`config.mk`:
```
export PLATFORM = sky130hd
export DESIGN_NAME = flip_line_framer
export DESIGN_NICKNAME = d
export VERILOG_FILES = /design/src/rtl/framer_pkg.sv /design/src/rtl/fr_lane_enc.sv /design/src/rtl/fr_disparity.sv /design/src/rtl/fr_tx.sv /design/src/rtl/fr_rx.sv /design/src/rtl/flip_line_framer.sv
export SDC_FILE = /design/constraint.sdc
export NUM_CORES = 1
export LEC_CHECK = 0
export CAP_MARGIN = 0
export CORE_ASPECT_RATIO = 0.5
export CORE_UTILIZATION = 50
export DETAILED_ROUTE_END_ITERATION = 7
export GPL_TIMING_DRIVEN = 0
export PLACE_DENSITY = 0.82
export SETUP_SLACK_MARGIN = 0.02
export SLEW_MARGIN = 20
export SYNTH_ARGS = -nofsm -noshare
export SYNTH_HDL_FRONTEND = slang
export SYNTH_HIERARCHICAL = 1
export SYNTH_SLANG_ARGS = --single-unit
export TNS_END_PERCENT = 100
```
`constraint.sdc`:
```
create_clock -name clk -period 2.15 [get_ports clk]
set_input_delay 0.43 -clock clk [delete_from_list [all_inputs] [get_ports clk]]
set_output_delay 0.43 -clock clk [all_outputs]
set_load 0.02 [all_outputs]
```
`src/rtl/framer_pkg.sv`:
```
package framer_pkg;
  // Marker pair {marker1, marker0} before the parity flag is folded in.
  typedef enum logic [1:0] {
    MK_DATA = 2'b01,
    MK_CTRL = 2'b10
  } mark_t;

  function automatic logic [1:0] base_marks(input logic is_ctrl);
    return is_ctrl ? MK_CTRL : MK_DATA;
  endfunction
endpackage

```
`src/rtl/fr_lane_enc.sv`:
```
module fr_lane_enc #(
  parameter int BYTE_W = 8,
  localparam int CW = $clog2(BYTE_W + 1)
) (
  input  logic [BYTE_W-1:0] raw,
  output logic [BYTE_W-1:0] coded,
  output logic              flip,
  output logic [CW-1:0]     ones_out
);
  localparam logic [CW-1:0] HALF = CW'(BYTE_W / 2);
  localparam logic [CW-1:0] FULL = CW'(BYTE_W);

  logic [CW-1:0] ones;

  always_comb begin
    ones = '0;
    for (int i = 0; i < BYTE_W; i++) ones = ones + CW'(raw[i]);
  end

  always_comb begin
    flip     = (ones < HALF);
    coded    = flip ? ~raw : raw;
    ones_out = flip ? (FULL - ones) : ones;
  end
endmodule

```
`src/rtl/fr_disparity.sv`:
```
module fr_disparity #(
  parameter int BYTE_W     = 8,
  parameter int DISP_W     = 8,
  parameter int DISP_LIMIT = 64,
  localparam int EW = $clog2(BYTE_W + 1) + 1
) (
  input  logic              clk,
  input  logic              rst_n,
  input  logic              fire,
  input  logic [EW-1:0]     excess,
  output logic [DISP_W-1:0] level,
  output logic              corr_req
);
  localparam logic signed [DISP_W:0]   TOP = (DISP_W+1)'((2 ** (DISP_W - 1)) - 1);
  localparam logic signed [DISP_W-1:0] LIM = DISP_W'(DISP_LIMIT);

  logic signed [DISP_W:0] wide;
  logic [DISP_W-1:0]      lvl_d, lvl_q;

  always_comb begin
    wide  = $signed({lvl_q[DISP_W-1], lvl_q}) + $signed((DISP_W+1)'(excess));
    lvl_d = (wide > TOP) ? TOP[DISP_W-1:0] : wide[DISP_W-1:0];
  end

  always_ff @(posedge clk or negedge rst_n) begin
    if (!rst_n)    lvl_q <= '0;
    else if (fire) lvl_q <= lvl_d;
  end

  assign level    = lvl_q;
  assign corr_req = ($signed(lvl_q) > LIM);


  level_mono_chk: assert property (@(posedge clk) disable iff (!rst_n)
    fire |=> ($signed(level) >= $signed($past(level))));

  level_idle_chk: assert property (@(posedge clk) disable iff (!rst_n)
    !fire |=> $stable(level));
endmodule

```
`src/rtl/fr_tx.sv`:
```
module fr_tx #(
  parameter int BYTE_W = 8,
  localparam int CW = $clog2(BYTE_W + 1),
  localparam int EW = CW + 1,
  localparam int LS = BYTE_W + 2,
  localparam int LINE_W = 2 * LS
) (
  input  logic                clk,
  input  logic                rst_n,
  input  logic                in_valid,
  output logic                in_ready,
  input  logic [2*BYTE_W-1:0] in_data,
  input  logic                in_ctrl,
  output logic                out_valid,
  input  logic                out_ready,
  output logic [LINE_W-1:0]   out_line,
  output logic                fire,
  output logic [EW-1:0]       excess
);
  import framer_pkg::*;

  localparam logic [EW-1:0] HALF = EW'(BYTE_W / 2);

  logic [1:0][BYTE_W-1:0] coded;
  logic [1:0]             fl;
  logic [1:0][CW-1:0]     ones;
  logic                   par;
  logic [1:0]             mk;
  logic [LINE_W-1:0]      line_d, line_q;
  logic                   vld_d, vld_q;

  for (genvar k = 0; k < 2; k++) begin : g_lane
    fr_lane_enc #(.BYTE_W(BYTE_W)) u_enc (
      .raw      (in_data[k*BYTE_W +: BYTE_W]),
      .coded    (coded[k]),
      .flip     (fl[k]),
      .ones_out (ones[k])
    );
  end

  always_comb begin
    par    = (^in_data) ^ fl[0] ^ fl[1];
    mk     = base_marks(in_ctrl) ^ {par, par};
    line_d = {mk[1], fl[1], coded[1], mk[0], fl[0], coded[0]};
    excess = (EW'(ones[0]) - HALF) + (EW'(ones[1]) - HALF);
  end

  always_comb begin
    in_ready = !vld_q || out_ready;
    fire     = in_valid && in_ready;
    if (fire)           vld_d = 1'b1;
    else if (out_ready) vld_d = 1'b0;
    else                vld_d = vld_q;
  end

  always_ff @(posedge clk or negedge rst_n) begin
    if (!rst_n) vld_q <= 1'b0;
    else        vld_q <= vld_d;
  end

  always_ff @(posedge clk or negedge rst_n) begin
    if (!rst_n)    line_q <= '0;
    else if (fire) line_q <= line_d;
  end

  assign out_valid = vld_q;
  assign out_line  = line_q;


  min_ones_chk: assert property (@(posedge clk) disable iff (!rst_n)
    out_valid |-> (($countones(out_line[BYTE_W-1:0]) >= BYTE_W/2) &&
                   ($countones(out_line[LS +: BYTE_W]) >= BYTE_W/2)));

  marker_pair_chk: assert property (@(posedge clk) disable iff (!rst_n)
    out_valid |-> (out_line[BYTE_W+1] != out_line[LINE_W-1]));

  tx_hold_chk: assert property (@(posedge clk) disable iff (!rst_n)
    (out_valid && !out_ready) |=> (out_valid && $stable(out_line)));
endmodule

```
`src/rtl/fr_rx.sv`:
```
module fr_rx #(
  parameter int BYTE_W = 8,
  localparam int LS = BYTE_W + 2,
  localparam int LINE_W = 2 * LS
) (
  input  logic                clk,
  input  logic                rst_n,
  input  logic                in_valid,
  output logic                in_ready,
  input  logic [LINE_W-1:0]   in_line,
  output logic                out_valid,
  input  logic                out_ready,
  output logic [2*BYTE_W-1:0] out_data,
  output logic                out_ctrl,
  output logic                out_err
);
  import framer_pkg::*;

  logic [1:0][BYTE_W-1:0] rest;
  logic [1:0]             fl, mk;
  logic                   par, take;
  logic [1:0]             unmk;
  logic                   ctrl_d, err_d;
  logic                   vld_d, vld_q, ctrl_q, err_q, errn_d;
  logic [2*BYTE_W-1:0]    data_q;

  for (genvar k = 0; k < 2; k++) begin : g_lane
    assign fl[k]   = in_line[k*LS + BYTE_W];
    assign mk[k]   = in_line[k*LS + BYTE_W + 1];
    assign rest[k] = fl[k] ? ~in_line[k*LS +: BYTE_W] : in_line[k*LS +: BYTE_W];
  end

  always_comb begin
    par    = (^rest) ^ fl[0] ^ fl[1];
    unmk   = mk ^ {par, par};
    ctrl_d = (unmk == MK_CTRL);
    err_d  = (unmk[0] == unmk[1]);
  end

  always_comb begin
    in_ready = !vld_q || out_ready;
    take     = in_valid && in_ready;
    if (take)           vld_d = 1'b1;
    else if (out_ready) vld_d = 1'b0;
    else                vld_d = vld_q;
    if (take)           errn_d = err_d;
    else if (out_ready) errn_d = 1'b0;
    else                errn_d = err_q;
  end

  always_ff @(posedge clk or negedge rst_n) begin
    if (!rst_n) begin
      vld_q <= 1'b0;
      err_q <= 1'b0;
    end else begin
      vld_q <= vld_d;
      err_q <= errn_d;
    end
  end

  always_ff @(posedge clk or negedge rst_n) begin
    if (!rst_n) begin
      data_q <= '0;
      ctrl_q <= 1'b0;
    end else if (take) begin
      data_q <= rest;
      ctrl_q <= ctrl_d;
    end
  end

  assign out_valid = vld_q;
  assign out_data  = data_q;
  assign out_ctrl  = ctrl_q;
  assign out_err   = err_q;


  err_valid_chk: assert property (@(posedge clk) disable iff (!rst_n)
    out_err |-> out_valid);

  rx_hold_chk: assert property (@(posedge clk) disable iff (!rst_n)
    (out_valid && !out_ready) |=> (out_valid && $stable(out_data) &&
                                   $stable(out_ctrl) && $stable(out_err)));
endmodule

```
`src/rtl/flip_line_framer.sv`:
```
module flip_line_framer #(
  parameter int BYTE_W     = 8,
  parameter int DISP_W     = 8,
  parameter int DISP_LIMIT = 64,
  localparam int WORD_W = 2 * BYTE_W,
  localparam int LINE_W = WORD_W + 4
) (
  input  logic              clk,
  input  logic              rst_n,
  input  logic              tx_in_valid,
  output logic              tx_in_ready,
  input  logic [WORD_W-1:0] tx_in_data,
  input  logic              tx_in_ctrl,
  output logic              tx_out_valid,
  input  logic              tx_out_ready,
  output logic [LINE_W-1:0] tx_line,
  output logic [DISP_W-1:0] disp_level,
  output logic              corr_req,
  input  logic              rx_in_valid,
  output logic              rx_in_ready,
  input  logic [LINE_W-1:0] rx_in_line,
  output logic              rx_out_valid,
  input  logic              rx_out_ready,
  output logic [WORD_W-1:0] rx_out_data,
  output logic              rx_out_ctrl,
  output logic              rx_err
);
  localparam int EW = $clog2(BYTE_W + 1) + 1;

  logic [1:0]    rst_sync;
  logic          rst_int_n;
  logic          tx_fire;
  logic [EW-1:0] tx_excess;

  // asynchronous assertion, synchronous release
  always_ff @(posedge clk or negedge rst_n) begin
    if (!rst_n) rst_sync <= 2'b00;
    else        rst_sync <= {rst_sync[0], 1'b1};
  end
  assign rst_int_n = rst_sync[1];

  fr_tx #(.BYTE_W(BYTE_W)) u_tx (
    .clk       (clk),
    .rst_n     (rst_int_n),
    .in_valid  (tx_in_valid),
    .in_ready  (tx_in_ready),
    .in_data   (tx_in_data),
    .in_ctrl   (tx_in_ctrl),
    .out_valid (tx_out_valid),
    .out_ready (tx_out_ready),
    .out_line  (tx_line),
    .fire      (tx_fire),
    .excess    (tx_excess)
  );

  fr_disparity #(.BYTE_W(BYTE_W), .DISP_W(DISP_W), .DISP_LIMIT(DISP_LIMIT)) u_disp (
    .clk      (clk),
    .rst_n    (rst_int_n),
    .fire     (tx_fire),
    .excess   (tx_excess),
    .level    (disp_level),
    .corr_req (corr_req)
  );

  fr_rx #(.BYTE_W(BYTE_W)) u_rx (
    .clk       (clk),
    .rst_n     (rst_int_n),
    .in_valid  (rx_in_valid),
    .in_ready  (rx_in_ready),
    .in_line   (rx_in_line),
    .out_valid (rx_out_valid),
    .out_ready (rx_out_ready),
    .out_data  (rx_out_data),
    .out_ctrl  (rx_out_ctrl),
    .out_err   (rx_err)
  );
endmodule

```
* Yosys cells after proc, flatten, opt, wreduce, memory -nomap -nowiden *
Index checks and enable logic that the tools add are counted.

word-level totals
  word-level logic and storage cells = 67
  output and inout port bits = 51
  register bits = 50

cells by class
  bitwise logic cells = 10
  eq/ne operators = 2
  order comparisons = 4
  mux-type cells = 13
  reductions and logical operators = 10
  add/subtract/negate cells = 20

operators with widths
  kind                 count
  $mux 8               5
  $add 4x1->4          8
  $not 8->8            4
  $reduce_xor 16->1    2
  $sub 4x3->5 const B  2
  $add 8x6->9          1
  $gt 9x8->1 const B   1
  $add 3x1->4          2
  $gt 8x8->1 const B   1
  $lt 4x3->1 const B   2
  $mux 4               2
  $sub 4x4->4 const A  2
  $add 2x1->3          2
  $add 5x5->5          1
  $mux 1               5
  $add 1x1->2          2
  $reduce_bool 2->1    2
  $xor 1x1->1          4
  $xor 2x2->2          2
  $eq 2x2->1 const B   1
  $logic_and 1x1->1    2
  $logic_not 1->1      2
  $logic_or 1x1->1     2
  $mux 2               1
  $eq 1x1->1           1

* Longest topological paths before layout *
  word-level depth = 14
  depth in mapped cells = 22
  depth with buffers taken out = 22

* Hierarchy *
Netlist, hierarchy kept.

by module, submodules not included
  module                              cells an instance  times used  seq. area each (um^2)  area each (um^2)
  fr_tx                               122                1           525.5                  1114.8
  fr_rx                               101                1           475.5                  1088.5
  fr_disparity                        70                 1           200.2                  645.6
  fr_lane_enc (u_tx.g_lane[0].u_enc)  45                 1           0.0                    381.6
  fr_lane_enc (u_tx.g_lane[1].u_enc)  46                 1           0.0                    361.6
  flip_line_framer                    3                  1           50.0                   53.8

* Least setup slack after synthesis *
No wires, ideal clock.

  path kind = in2reg
  start point = input port tx_in_data[8]
  end point = register u_disp.lvl_q[0] (netlist: u_disp/level[0])
  stages = 21
  data arrival time = 5.402 ns
  path slack = -3.388 ns
  library setup time = 0.135 ns
  path buffers = 0
  data required time = 2.015 ns
  path through = inv_1 -> fa_1 -> fa_1 -> fa_1 -> inv_1 -> ha_1 -> inv_1 -> fa_1 -> ha_1 -> and3_1 -> o31a_1 -> ha_1 -> ha_1 -> inv_1 -> fa_1 -> inv_1 -> ha_1 -> a211oi_1 -> nor3_1 -> mux2i_2 -> a31oi_1

RTL lines
  what                  line                    source
  from (decl)           flip_line_framer.sv:12  input logic [WORD_W-1:0] tx_in_data,
  to (signal assigned)  fr_disparity.sv:27      else if (fire) lvl_q <= lvl_d;
  to (decl)             fr_disparity.sv:18      logic [DISP_W-1:0] lvl_d, lvl_q;

==> impl_metrics.yaml <==
finish:
  nets: 578
  final_cells: 598
  area_delta_synth_final_pct: 47.1
  drive_above_1_share_pct: 22.3
  n_antenna_cell: 0
logic_synthesis:
  seq_area_frac_synth_pct: 34.3
  synth_edf_count: 0
  synth_ff_type: "dfrtp_1"
  synthesis.nets: 460
  netlist_area_um2: 3650
  yosysMostFrequentCell: "nand2_1"
  synth_area_leaders: "dfrtp_1 34%, xnor2_1 14%, nand2_1 7.9%"
  synth.avg_cell_area_um2: 9.42
  ys_warn_count: 6
  yosysTopAreaCell: "dfrtp_1"
  synth_cell_type_count: 58
  synth_seq_cells: 50
  ys_async_sr_fraction_pct: 100
  synth_top_area_share_pct: 34.3
  synth_commonest_cells: "77 x nand2_1, 58 x xnor2_1, 50 x dfrtp_1, 42 x inv_1, 20 x ha_1"
  synth_cells: 387
placed_design:
  io_buffer_count: 91
  hpwl_um: 6140
  gp_congestion: 0.805
  placedCellCount: 571
timing:
  layout_setup_ws_ns: -3.21
  rsz0062_at_grt: "yes"
  final_hold_viol_count: 0
  slew_violations: 0
  slew-limit-headroom_pct: 60.4
  fin_crit_ns: 5.36
  tightest_slew_ns: 0.594
  max_freq_ghz: 0.186
  setup_viol: 28
  worst_clock_skew_ns: 0.00345
  fin_crit_sh_pct: 249
global_routing:
  antenna_found_initial: 0
  grt_pass1_vias: 3076
  grt_pass1_wl_um: 14300
  gr-usage-all-layers_pct: 23.9
  grt_max_degree: 32
  overflow: 0
critical_path:
  rrSetupSlack_ns: -0.36
  critPathArrivalTime_ns: 5.53
  required_ns: 2.31
  worst_setup_path_end_kind: "flip-flop"
  reg2reg_depth: 10
  path_max_fanout: 5
  r2r-start: "u_tx/out_valid"
  r2r_end: "u_disp/level[6]"
  startpoint_type: "input pin"
  crit_type: "in -> reg"
power_and_ir_drop:
  netSwitchingFraction_pct: 44.5
  p_total_w: 0.00902
  p_leak_nw: 2.44
  powerDensity_nw_per_um2: 1680
  clkPwrFrac_pct: 8.9
  ir_drop_uv: 1500
  p_seq_share_pct: 15.5
  internal_power_w: 0.00501
  combinationalPowerShare_pct: 75.7
  switchingPower_w: 0.00402
die:
  start_util_pct: 53.2
  row_count: 21
  die_w_um: 123
  die_h_um: 62.4
  die-area_um2: 7660
  io_pins: 94
  core_area_um2: 6860
cts:
  clk_latency_ns: 0.29
  cts_root_buf: "clkbuf_16"
  clock_sinks: 50
  cts_max_level: 2
  clockBufferDepth: 2
  cts_buffers: 5
  path_clk_slew_ns: 0.07
  ctsHoldBuffers: 0
  cts_tree: "yes"
status:
  violations: "negative setup slack"
  outcome: "finished with violations"
routing:
  routed_wirelength_um: 8980
  detail_route.wl_per_cell_um: 15.0
  detail-route-antenna-nets: 0
  drtIter0Drc: 148
  routed_via_density: 5.17
  drc: 0
  first_pass_iters: 4
  vias: 3089
flow_run:
  cap_violations: 0
hold_path:
  hold_path.class: "reg -> async"
[logic make-up (layout without fill, tap and decap cells)]
| logic type | Yosys count | after routing | share of synthesized area (%) |
|---|---|---|---|
| simple gates | 125 | 125 | 15.9 |
| other cells | 1 | 1 | 0.103 |
| buf+inv | 56 | 175 | 7.10 |
| mux | 3 | 3 | 1.41 |
| flops | 50 | 50 | 34.3 |
| fa+ha+maj | 30 | 30 | 12.4 |
| xor+xnor | 68 | 68 | 18.6 |
| compound gates | 54 | 54 | 10.2 |
[registers in the layout, indices dropped and copies added (netlist names)]
name,count
u_rx/out_err,1
u_disp/level,8
rst_sync,2
u_tx/out_valid,1
u_rx/out_ctrl,1
u_rx/out_data,16
u_tx/out_line,20
u_rx/out_valid,1
[repair_timing]
action | in CTS | in global routing
pin swaps | 25 | 22
buffers inserted | 13 | 8
resized for setup | 71 | 32
setup endpoints to repair | 30 | 30
cloned | 0 | 0
[power by group through the flow]
stage                     registers [W]  clock network, W  logic (W)
after floorplan                 0.00170                 0    0.00355
after global placement          0.00141                 0    0.00501
after detailed placement        0.00141                 0    0.00516
after CTS                       0.00140          0.000818    0.00625
after global routing            0.00143          0.000855    0.00736
final                           0.00140          0.000799    0.00683
[layout make-up]
cell class / count / area (µm²)
tap: 92 / 115
multi-input combinational: 281 / 2450
clock buffer: 5 / 125
fill: 417 / 1490
sequential: 50 / 1250
timing repair buffer: 111 / 1130
clock inverter: 3 / 21.3
inverter: 42 / 175
buffer: 14 / 101
[critical path, stage by stage]
cell and delay, ns:
buf_6 0.11, inv_8 0.03, fa_1 0.46, fa_1 0.52, fa_1 0.42, inv_1 0.07, ha_2 0.18, inv_2 0.04
fa_2 0.57, ha_4 0.22, and3_4 0.16, o31a_1 0.23, ha_1 0.29, ha_2 0.18, inv_2 0.04, fa_2 0.53
inv_2 0.05, ha_4 0.31, o21ai_4 0.08, o21bai_4 0.18, mux2i_4 0.32, a31oi_1 0.13
[per-stage QoR]
stage               worst slack (ns)  util [%]  cell area (µm²)  hold WS (ns)  TNS (ns)
global placement               -4.17      69.2             4750         0.335    -72.93
global route                   -3.36      78.2             5360         0.258    -53.57
finish                         -3.21      78.2             5360         0.209    -50.55
detailed placement             -4.25      69.5             4770         0.224    -74.20
CTS                            -3.30      75.2             5160         0.230    -50.31
floorplan                      -3.22         -             3720         0.134    -49.09
[layer usage]
metal | track usage, % | routed length (µm) | up-vias
met1 | 30.7 | 3800 | 1487
met4 | 5.49 | 231 | 0
met3 | 5.47 | 539 | 20
met5 | 0 | 0 | -
met2 | 40.9 | 4410 | 100
li1 | - | - | 1482
[worst max-delay path by stage]
stage | startpoint | end | slack (ns) | cells past startpoint
global route | tx_in_data[9] | u_disp/level[2] | -3.36 | 22
global placement | tx_in_data[8] | u_disp/level[4] | -4.17 | 22
finish | tx_in_data[8] | u_disp/level[2] | -3.21 | 22
detailed placement | tx_in_data[8] | u_disp/level[0] | -4.25 | 22
floorplan | tx_in_data[8] | u_disp/level[0] | -3.22 | 21
CTS | tx_in_data[9] | u_disp/level[4] | -3.30 | 22
[cell usage in the layout (no fill, tap or decap), types with 8 or more instances in the layout]
cell type        count
inv_2               10
o21ai_0             17
dfrtp_1             49
ha_1                13
xnor2_1             46
buf_6               12
nand2_1             75
a31oi_1              8
clkdlybuf4s50_1     74
inv_1               29
nor2_1              13
xnor2_2             12
buf_4               14
Power figures use the tool's default switching activity.
